--- src/rtl/sdist_pkg.sv ---
package sdist_pkg;
  typedef enum logic [1:0] {
    TRIG_LVL_HI = 2'd0,
    TRIG_LVL_LO = 2'd1,
    TRIG_RISE   = 2'd2,
    TRIG_FALL   = 2'd3
  } trig_e;

  localparam int unsigned SHARED_BASE    = 32;
  localparam int unsigned LINES_PER_WORD = 16;
  localparam int unsigned OFS_CTRL       = 32'h0000;
  localparam int unsigned OFS_TRIG       = 32'h0100;
  localparam int unsigned OFS_ROUTE      = 32'h1000;
  localparam int unsigned BCAST_BIT      = 31;
endpackage

--- src/rtl/sdist_regs.sv ---
module sdist_regs
  import sdist_pkg::*;
#(
  parameter int NUM_LINES = 32,
  parameter int CPU_W     = 8,
  parameter int ADDR_W    = 15
) (
  input  logic                             clk,
  input  logic                             rst_n,
  input  logic                             req_valid,
  input  logic                             req_write,
  input  logic [ADDR_W-1:0]                req_addr,
  input  logic [31:0]                      req_wdata,
  output logic [31:0]                      req_rdata,
  output logic                             glob_en,
  output logic [NUM_LINES-1:0][1:0]        trig_cfg,
  output logic [NUM_LINES-1:0][CPU_W-1:0]  tgt_cpu,
  output logic [NUM_LINES-1:0]             tgt_bcast
);
  localparam int TWORDS = (NUM_LINES + LINES_PER_WORD - 1) / LINES_PER_WORD;
  localparam logic [ADDR_W-1:0] A_CTRL  = ADDR_W'(OFS_CTRL);
  localparam logic [ADDR_W-1:0] A_TRIG  = ADDR_W'(OFS_TRIG);
  localparam logic [ADDR_W-1:0] A_ROUTE = ADDR_W'(OFS_ROUTE);

  logic [ADDR_W-1:0] trig_rel, route_rel;
  logic [ADDR_W-3:0] trig_idx, route_idx;
  logic in_ctrl, in_trig, in_route, wr_fire;

  logic                            en_q, en_d;
  logic [NUM_LINES-1:0][1:0]       trig_q, trig_d;
  logic [NUM_LINES-1:0][CPU_W-1:0] cpu_q, cpu_d;
  logic [NUM_LINES-1:0]            bc_q, bc_d;

  assign trig_rel  = req_addr - A_TRIG;
  assign route_rel = req_addr - A_ROUTE;
  assign trig_idx  = trig_rel[ADDR_W-1:2];
  assign route_idx = route_rel[ADDR_W-1:2];

  assign in_ctrl  = (req_addr == A_CTRL);
  assign in_trig  = (req_addr >= A_TRIG) && (trig_idx < (ADDR_W-2)'(TWORDS))
                    && (req_addr[1:0] == 2'b00);
  assign in_route = (req_addr >= A_ROUTE) && (route_idx < (ADDR_W-2)'(NUM_LINES))
                    && (req_addr[1:0] == 2'b00);
  assign wr_fire  = req_valid && req_write;

  // next state
  always_comb begin
    en_d   = en_q;
    trig_d = trig_q;
    cpu_d  = cpu_q;
    bc_d   = bc_q;
    if (in_ctrl) en_d = req_wdata[0];
    for (int n = 0; n < NUM_LINES; n++) begin
      if (in_trig && trig_idx == (ADDR_W-2)'(n / LINES_PER_WORD))
        trig_d[n] = req_wdata[(n % LINES_PER_WORD)*2 +: 2];
      if (in_route && route_idx == (ADDR_W-2)'(n)) begin
        cpu_d[n] = req_wdata[CPU_W-1:0];
        bc_d[n]  = req_wdata[BCAST_BIT];
      end
    end
  end

  // read mux
  always_comb begin
    req_rdata = '0;
    if (in_ctrl) req_rdata[0] = en_q;
    for (int n = 0; n < NUM_LINES; n++) begin
      if (in_trig && trig_idx == (ADDR_W-2)'(n / LINES_PER_WORD))
        req_rdata[(n % LINES_PER_WORD)*2 +: 2] = trig_q[n];
      if (in_route && route_idx == (ADDR_W-2)'(n)) begin
        req_rdata[CPU_W-1:0] = cpu_q[n];
        req_rdata[BCAST_BIT] = bc_q[n];
      end
    end
  end

  always_ff @(posedge clk or negedge rst_n) begin
    if (!rst_n) begin
      en_q   <= 1'b0;
      trig_q <= '0;
      cpu_q  <= '0;
      bc_q   <= '0;
    end else if (wr_fire) begin
      en_q   <= en_d;
      trig_q <= trig_d;
      cpu_q  <= cpu_d;
      bc_q   <= bc_d;
    end
  end

  assign glob_en   = en_q;
  assign trig_cfg  = trig_q;
  assign tgt_cpu   = cpu_q;
  assign tgt_bcast = bc_q;


  ctrl_wr_chk: assert property (@(posedge clk) disable iff (!rst_n)
    (wr_fire && in_ctrl) |=> (glob_en == $past(req_wdata[0])));

  for (genvar n = 0; n < NUM_LINES; n++) begin : g_route_chk

    route_wr_chk: assert property (@(posedge clk) disable iff (!rst_n)
      (wr_fire && in_route && route_idx == (ADDR_W-2)'(n))
      |=> (tgt_cpu[n] == $past(req_wdata[CPU_W-1:0])));
  end
endmodule

--- src/rtl/sdist_detect.sv ---
module sdist_detect
  import sdist_pkg::*;
#(
  parameter int NUM_LINES = 32
) (
  input  logic                      clk,
  input  logic                      rst_n,
  input  logic [NUM_LINES-1:0]      irq_in,
  input  logic [NUM_LINES-1:0][1:0] trig_cfg,
  input  logic [NUM_LINES-1:0]      clr,
  output logic [NUM_LINES-1:0]      active
);
  logic [NUM_LINES-1:0] samp_q, edge_q, edge_d;
  logic [NUM_LINES-1:0] rise, fall;

  assign rise = irq_in & ~samp_q;
  assign fall = ~irq_in & samp_q;

  always_comb begin
    for (int n = 0; n < NUM_LINES; n++) begin
      case (trig_e'(trig_cfg[n]))
        TRIG_LVL_HI: begin active[n] = samp_q[n];  edge_d[n] = 1'b0; end
        TRIG_LVL_LO: begin active[n] = ~samp_q[n]; edge_d[n] = 1'b0; end
        TRIG_RISE:   begin active[n] = edge_q[n];
                           edge_d[n] = (edge_q[n] & ~clr[n]) | rise[n]; end
        default:     begin active[n] = edge_q[n];
                           edge_d[n] = (edge_q[n] & ~clr[n]) | fall[n]; end
      endcase
    end
  end

  always_ff @(posedge clk or negedge rst_n) begin
    if (!rst_n) begin
      samp_q <= '0;
      edge_q <= '0;
    end else begin
      samp_q <= irq_in;
      edge_q <= edge_d;
    end
  end

  for (genvar n = 0; n < NUM_LINES; n++) begin : g_chk

    rise_latch_chk: assert property (@(posedge clk) disable iff (!rst_n)
      (trig_cfg[n] == TRIG_RISE && rise[n])
      |=> (active[n] || trig_cfg[n] != TRIG_RISE));

    edge_hold_chk: assert property (@(posedge clk) disable iff (!rst_n)
      (trig_cfg[n][1] && edge_q[n] && !clr[n])
      |=> (edge_q[n] || !trig_cfg[n][1]));
  end
endmodule

--- src/rtl/sdist_route.sv ---
module sdist_route
  import sdist_pkg::*;
#(
  parameter int NUM_LINES = 32,
  parameter int NUM_CPUS  = 4,
  parameter int CPU_W     = 8,
  parameter int ID_W      = 6,
  parameter int LW        = 5
) (
  input  logic                            glob_en,
  input  logic [NUM_LINES-1:0]            active,
  input  logic [NUM_LINES-1:0][CPU_W-1:0] tgt_cpu,
  input  logic [NUM_LINES-1:0]            tgt_bcast,
  input  logic [NUM_CPUS-1:0]             cpu_en,
  input  logic [NUM_CPUS-1:0]             cpu_take,
  output logic [NUM_CPUS-1:0]             cpu_pend,
  output logic [NUM_CPUS-1:0][ID_W-1:0]   cpu_id,
  output logic [NUM_LINES-1:0]            clr
);
  logic [NUM_CPUS-1:0][LW-1:0] take_sel;
  logic [NUM_CPUS-1:0]         take_hit;

  for (genvar c = 0; c < NUM_CPUS; c++) begin : g_cpu
    logic [NUM_LINES-1:0] elig;
    logic                 hit;
    logic [LW-1:0]        sel;

    always_comb begin
      for (int n = 0; n < NUM_LINES; n++)
        elig[n] = glob_en && active[n] &&
                  (tgt_bcast[n] ? cpu_en[c] : (tgt_cpu[n] == CPU_W'(c)));
    end

    // lowest index wins
    always_comb begin
      hit = 1'b0;
      sel = '0;
      for (int n = NUM_LINES-1; n >= 0; n--) begin
        if (elig[n]) begin
          hit = 1'b1;
          sel = LW'(n);
        end
      end
    end

    assign cpu_pend[c] = hit;
    assign cpu_id[c]   = hit ? (ID_W'(SHARED_BASE) + ID_W'(sel)) : '0;
    assign take_sel[c] = sel;
    assign take_hit[c] = hit && cpu_take[c];
  end

  always_comb begin
    clr = '0;
    for (int c = 0; c < NUM_CPUS; c++)
      for (int n = 0; n < NUM_LINES; n++)
        if (take_hit[c] && take_sel[c] == LW'(n)) clr[n] = 1'b1;
  end
endmodule

--- src/rtl/shared_irq_dist.sv ---
module shared_irq_dist
  import sdist_pkg::*;
#(
  parameter  int NUM_LINES = 32,
  parameter  int NUM_CPUS  = 4,
  parameter  int CPU_W     = 8,
  parameter  int ADDR_W    = 15,
  localparam int ID_W      = $clog2(SHARED_BASE + NUM_LINES),
  localparam int LW        = (NUM_LINES > 1) ? $clog2(NUM_LINES) : 1
) (
  input  logic                     clk,
  input  logic                     rst_n,
  input  logic                     reg_valid,
  output logic                     reg_ready,
  input  logic                     reg_write,
  input  logic [ADDR_W-1:0]        reg_addr,
  input  logic [31:0]              reg_wdata,
  output logic [31:0]              reg_rdata,
  input  logic [NUM_LINES-1:0]     irq_in,
  input  logic [NUM_CPUS-1:0]      cpu_en,
  input  logic [NUM_CPUS-1:0]      cpu_take,
  output logic [NUM_CPUS-1:0]      cpu_pend,
  output logic [NUM_CPUS*ID_W-1:0] cpu_id
);
  logic [1:0] rst_sync_q;
  logic       rst_int_n;

  always_ff @(posedge clk or negedge rst_n) begin
    if (!rst_n) rst_sync_q <= 2'b00;
    else        rst_sync_q <= {rst_sync_q[0], 1'b1};
  end
  assign rst_int_n = rst_sync_q[1];

  logic                            glob_en;
  logic [NUM_LINES-1:0][1:0]       trig_cfg;
  logic [NUM_LINES-1:0][CPU_W-1:0] tgt_cpu;
  logic [NUM_LINES-1:0]            tgt_bcast;
  logic [NUM_LINES-1:0]            active, clr;
  logic [NUM_CPUS-1:0][ID_W-1:0]   id_arr;

  assign reg_ready = 1'b1;

  sdist_regs #(.NUM_LINES(NUM_LINES), .CPU_W(CPU_W), .ADDR_W(ADDR_W)) u_regs (
    .clk(clk), .rst_n(rst_int_n),
    .req_valid(reg_valid), .req_write(reg_write),
    .req_addr(reg_addr), .req_wdata(reg_wdata), .req_rdata(reg_rdata),
    .glob_en(glob_en), .trig_cfg(trig_cfg),
    .tgt_cpu(tgt_cpu), .tgt_bcast(tgt_bcast)
  );

  sdist_detect #(.NUM_LINES(NUM_LINES)) u_detect (
    .clk(clk), .rst_n(rst_int_n), .irq_in(irq_in),
    .trig_cfg(trig_cfg), .clr(clr), .active(active)
  );

  sdist_route #(.NUM_LINES(NUM_LINES), .NUM_CPUS(NUM_CPUS), .CPU_W(CPU_W),
                .ID_W(ID_W), .LW(LW)) u_route (
    .glob_en(glob_en), .active(active), .tgt_cpu(tgt_cpu),
    .tgt_bcast(tgt_bcast), .cpu_en(cpu_en), .cpu_take(cpu_take),
    .cpu_pend(cpu_pend), .cpu_id(id_arr), .clr(clr)
  );

  for (genvar c = 0; c < NUM_CPUS; c++) begin : g_id
    assign cpu_id[c*ID_W +: ID_W] = id_arr[c];
  end


  gate_off_chk: assert property (@(posedge clk) disable iff (!rst_int_n)
    !glob_en |-> (cpu_pend == '0));
endmodule

--- config.mk ---
export PLATFORM = sky130hd
export DESIGN_NAME = shared_irq_dist
export DESIGN_NICKNAME = d
export VERILOG_FILES = /design/src/rtl/sdist_pkg.sv /design/src/rtl/sdist_regs.sv /design/src/rtl/sdist_detect.sv /design/src/rtl/sdist_route.sv /design/src/rtl/shared_irq_dist.sv
export SDC_FILE = /design/constraint.sdc
export NUM_CORES = 1
export LEC_CHECK = 0
export ABC_CLOCK_PERIOD_IN_PS = 12000
export BUFFER_PORTS_ARGS = -buffer_cell sky130_fd_sc_hd__buf_2
export CORE_ASPECT_RATIO = 1.4
export CORE_UTILIZATION = 33
export DETAILED_ROUTE_END_ITERATION = 10
export PLACE_DENSITY = 0.5
export SETUP_SLACK_MARGIN = 0.02
export SYNTH_ARGS = -nofsm -noshare
export SYNTH_HDL_FRONTEND = slang
export SYNTH_SLANG_ARGS = --single-unit
--- constraint.sdc ---
create_clock -name clk -period 12 [get_ports clk]
set_input_delay 2.4 -clock clk [delete_from_list [all_inputs] [get_ports clk]]
set_output_delay 2.4 -clock clk [all_outputs]
set_load 0.02 [all_outputs]
==> results by group <==
Worst setup path
  – Startpoint types: input port
  – Worst setup path startpoint: reg_addr[12]
  – R2r setup slk: between 6 and 7 ns
  – Setup CP Type: in -> out
  – Worst setup path end: reg_rdata[3]
  – R2R depth: 11
  – Reg-to-reg endpoint: u_detect.edge_q[14]
  – Worst r2r src: u_regs.tgt_cpu[214]
  – Worst-path fanout max: 7
  – Critical path required time: between 9 and 10 ns
  – WP data arrival: 6.87 ns
  – CP Capture Type: output port

Clock tree
  – Post-CTS Hold Fix Bufs: 0
  – Bufs on Longest Clock Path: 3
  – Worst-Skew Late Latency: 0.63 ns
  – CTS Sinks: 419
  – TritonCTS clock tree: done
  – Clock-pin slew on the worst setup and hold paths: 0.06 ns
  – Htree depth: 2
  – Total CTS buffers: 47
  – Root buf cell: clkbuf_16
  – Cts repair resizes: 0
  – Post-CTS Setup Bufs: 0

Synthesis
  – Cell variety after synth: between 100 and 150
  – Number of synthesized flops with an enable pin: 0
  – Synth Warn #: 0
  – Commonest cells post-synth: dfrtp_1, mux2_2, nor2_1, nand2_1, a32oi_1
  – Seq/Total Area, Yosys: between 40% and 50%
  – Gate Count Post-Synth: 2610
  – Mapped Area: 0.0257 sq mm
  – Main synth FF type: dfrtp_1
  – Synth Register Bits: 419
  – Post-synth ARST share: 100%
  – Post-synth top area share: 40.8%
  – Area leader, netlist: dfrtp_1
  – Count leader, synth: dfrtp_1
  – Top cells by area, synth: dfrtp_1, mux2_2, nor2_1
  – Mean Syn Cell Area: 9.86 sq um

Cells and area
  – Finished Cell Area: 0.0291 sq mm
  – Fin nets: 2820
  – Finished Layout Cells: between 3000 and 4000
  – Area Growth Syn to Fin: 13.0%
  – Share of layout cells above drive strength 1: 25.5%
  – Sequential cell area: 0.0105 sq mm
  – N_diodes: 0
  – Fin util: between 30% and 40%
  – Fill count: 7738
  – Area of the multi-input gates: roughly 0.015 sq mm

Detailed routing
  – Routed wire length: about 110 mm
  – Via-to-Cell Ratio: between 6 and 7
  – Via count: between 20000 and 25000
  – Top Metal Used: met4
  – Metal2 WL: 54.5 mm
  – WL per Instance: 29.9 microns
  – 1st-iter DRT viols: 1974
  – Met1 WL: around 46 mm
  – Final ANT Viol Nets: 0
  – DR WL met3: 5.52 mm
  – DR DRC count: 0
  – First-pass DRT Iterations: 8

Power and ir drop
  – Seq pwr share: 46.4%
  – P_sw: 0.776 mW
  – Tot Pwr: 3.08 mW
  – Int Pwr: 2.30 mW
  – Logic pwr share: 5.2%
  – Clk pwr share: 48.4%
  – Sw frac: 25.2%
  – Leakage: 12.7 nW
  – Max rail drop VDD: 0.0865 mV
  – Cell Pwr Density: about 110 mW/mm^2

Placed design
  – PortBufs: 150
  – GPL Wtd Cong: 0.999
  – Placed instance count: 3711
  – Hpwl dp: 87.1 mm
  – Placed cell area: 0.0275 sq mm
  – Setup WS pre-CTS: 2.86 ns

STA
  – Fin Setup TNS: 0 ns
  – F_max: around 110 MHz
  – Crit share post-route: 77.3%
  – Fin crit period: 9.27 ns
  – Worst hold margin: between 0.3 and 0.4 ns
  – Final setup vio count: 0
  – Clock Skew: 0.0439 ns
  – Max_slew headroom: 3.27%
  – Count of final hold-check violations: 0
  – Slew Limit Fails: 0
  – Unrepaired setup endpoints after global routing: false
  – Worst Slack Setup Final: between 2 and 3 ns
  – Worst-Margin Slew: 1.44 ns

GRT
  – Initial antenna violation count: 2
  – Largest net degree at the start of global routing: between 100 and 150
  – Total global routing overflow: 0
  – First-pass GRT wire length: 163 mm
  – Total global-route track usage: 28.3%
  – Vias in the first global route: roughly 23000

Die
  – Core area: slightly below 0.08 sq mm
  – Row cnt: 120
  – Chip height: 332 microns
  – Die Width: approximately 240 microns
  – Initial core utilization: 33.5%
  – Die area: a little under 0.08 sq mm
  – IO Count: 152

Status
  – Status: complete, no violations

Worst hold path
  – Worst Hold Class: reg -> reg

Flow run
  – Max_cap viols: 0
worst min-delay path by stage:
stage | start | cells after the start | slack (ns) | to
after floorplan | rst_sync_q[0] | 0 | 0.33 | rst_sync_q[1]
final | rst_sync_q[0] | 0 | 0.36 | rst_sync_q[1]
after detailed placement | rst_sync_q[0] | 0 | 0.35 | rst_sync_q[1]
after global placement | rst_sync_q[0] | 0 | 0.34 | rst_sync_q[1]
after global routing | rst_sync_q[0] | 0 | 0.37 | rst_sync_q[1]
after CTS | rst_sync_q[0] | 0 | 0.36 | rst_sync_q[1]
flip-flops by register name, summed over array words and instances (netlist names):
register,flops
u_detect.samp_q,32
u_detect.edge_q,32
u_regs.glob_en,1
u_regs.trig_cfg,64
u_regs.tgt_bcast,32
rst_sync_q,2
u_regs.tgt_cpu,256
kinds of logic after synthesis:
kind of cell / share of synthesized area [%]
xor gates and xnor gates: 1.19
adders and majority gates: 0.292
AOI/OAI and AO/OA: 19.8
DFF: 40.8
muxes: 17.6
other: 0.0146
buffers and inverters: 2.41
and+or+nand+nor: 17.9
per-layer routing:
layer	vias to the layer above	track usage (%)
met5	-	0
li1	10199	-
met2	890	47.9
met3	257	3.26
met1	11877	34.4
met4	0	17.3
layout make-up:
type	instances	area share, %
Sequential cell	419	36.1
Clock inverter	18	0.796
Timing Repair Buffer	179	3.38
Clock buffer	65	4.59
Multi-Input combinational cell	2048	50.3
Tap cell	1037	4.46
Inverter	28	0.362
placed cells by master (no fill, tap or decap), types with 12 or more instances in the layout:
cell	netlist	routed
nor2b_1	45	45
a32oi_1	90	90
a31oi_1	19	19
clkbuf_16	0	47
a221oi_1	15	15
or3_1	16	16
a22o_1	25	25
nor2_1	287	287
o211ai_2	13	13
and2_1	22	21
o31ai_1	24	24
buf_4	10	29
mux2_2	363	363
nand2_1	235	233
xor2_1	33	33
o22ai_1	75	75
nor4_1	38	38
o211ai_1	42	42
or2_2	12	12
nand4_1	12	12
nand2b_1	44	44
nand3_1	42	42
dfrtp_1	419	417
nor3b_1	36	36
a32o_1	15	15
o221ai_1	17	17
nor3_1	88	88
buf_2	16	149
o21ai_0	81	81
inv_1	26	26
mux2i_1	29	29
a22oi_1	13	13
a21oi_1	82	82
o211a_1	12	12
power by group through the flow:
| stage | Clock, mW | Combinational (mW) | Sequential [mW] |
|---|---|---|---|
| final | 1.49 | 0.159 | 1.43 |
| after global routing | 1.57 | 0.171 | 1.43 |
| after CTS | 1.52 | 0.160 | 1.43 |
| after detailed placement | 0 | 0.159 | 1.45 |
| after global placement | 0 | 0.159 | 1.45 |
| after floorplan | 0 | 0.0632 | 1.47 |
critical path, stage by stage:
cell and delay [ns]:
buf_2 0.12, inv_1 0.06, ha_1 0.22, ha_1 0.28, nor4bb_1 0.40, nand4_1 0.27, nor3_1 0.82, nand2_1 0.33
o221ai_1 0.42, o2111ai_1 0.22, a221oi_1 0.61, o211ai_1 0.24, a32o_1 0.32, buf_2 0.16
(Power assumes the default switching activity.)
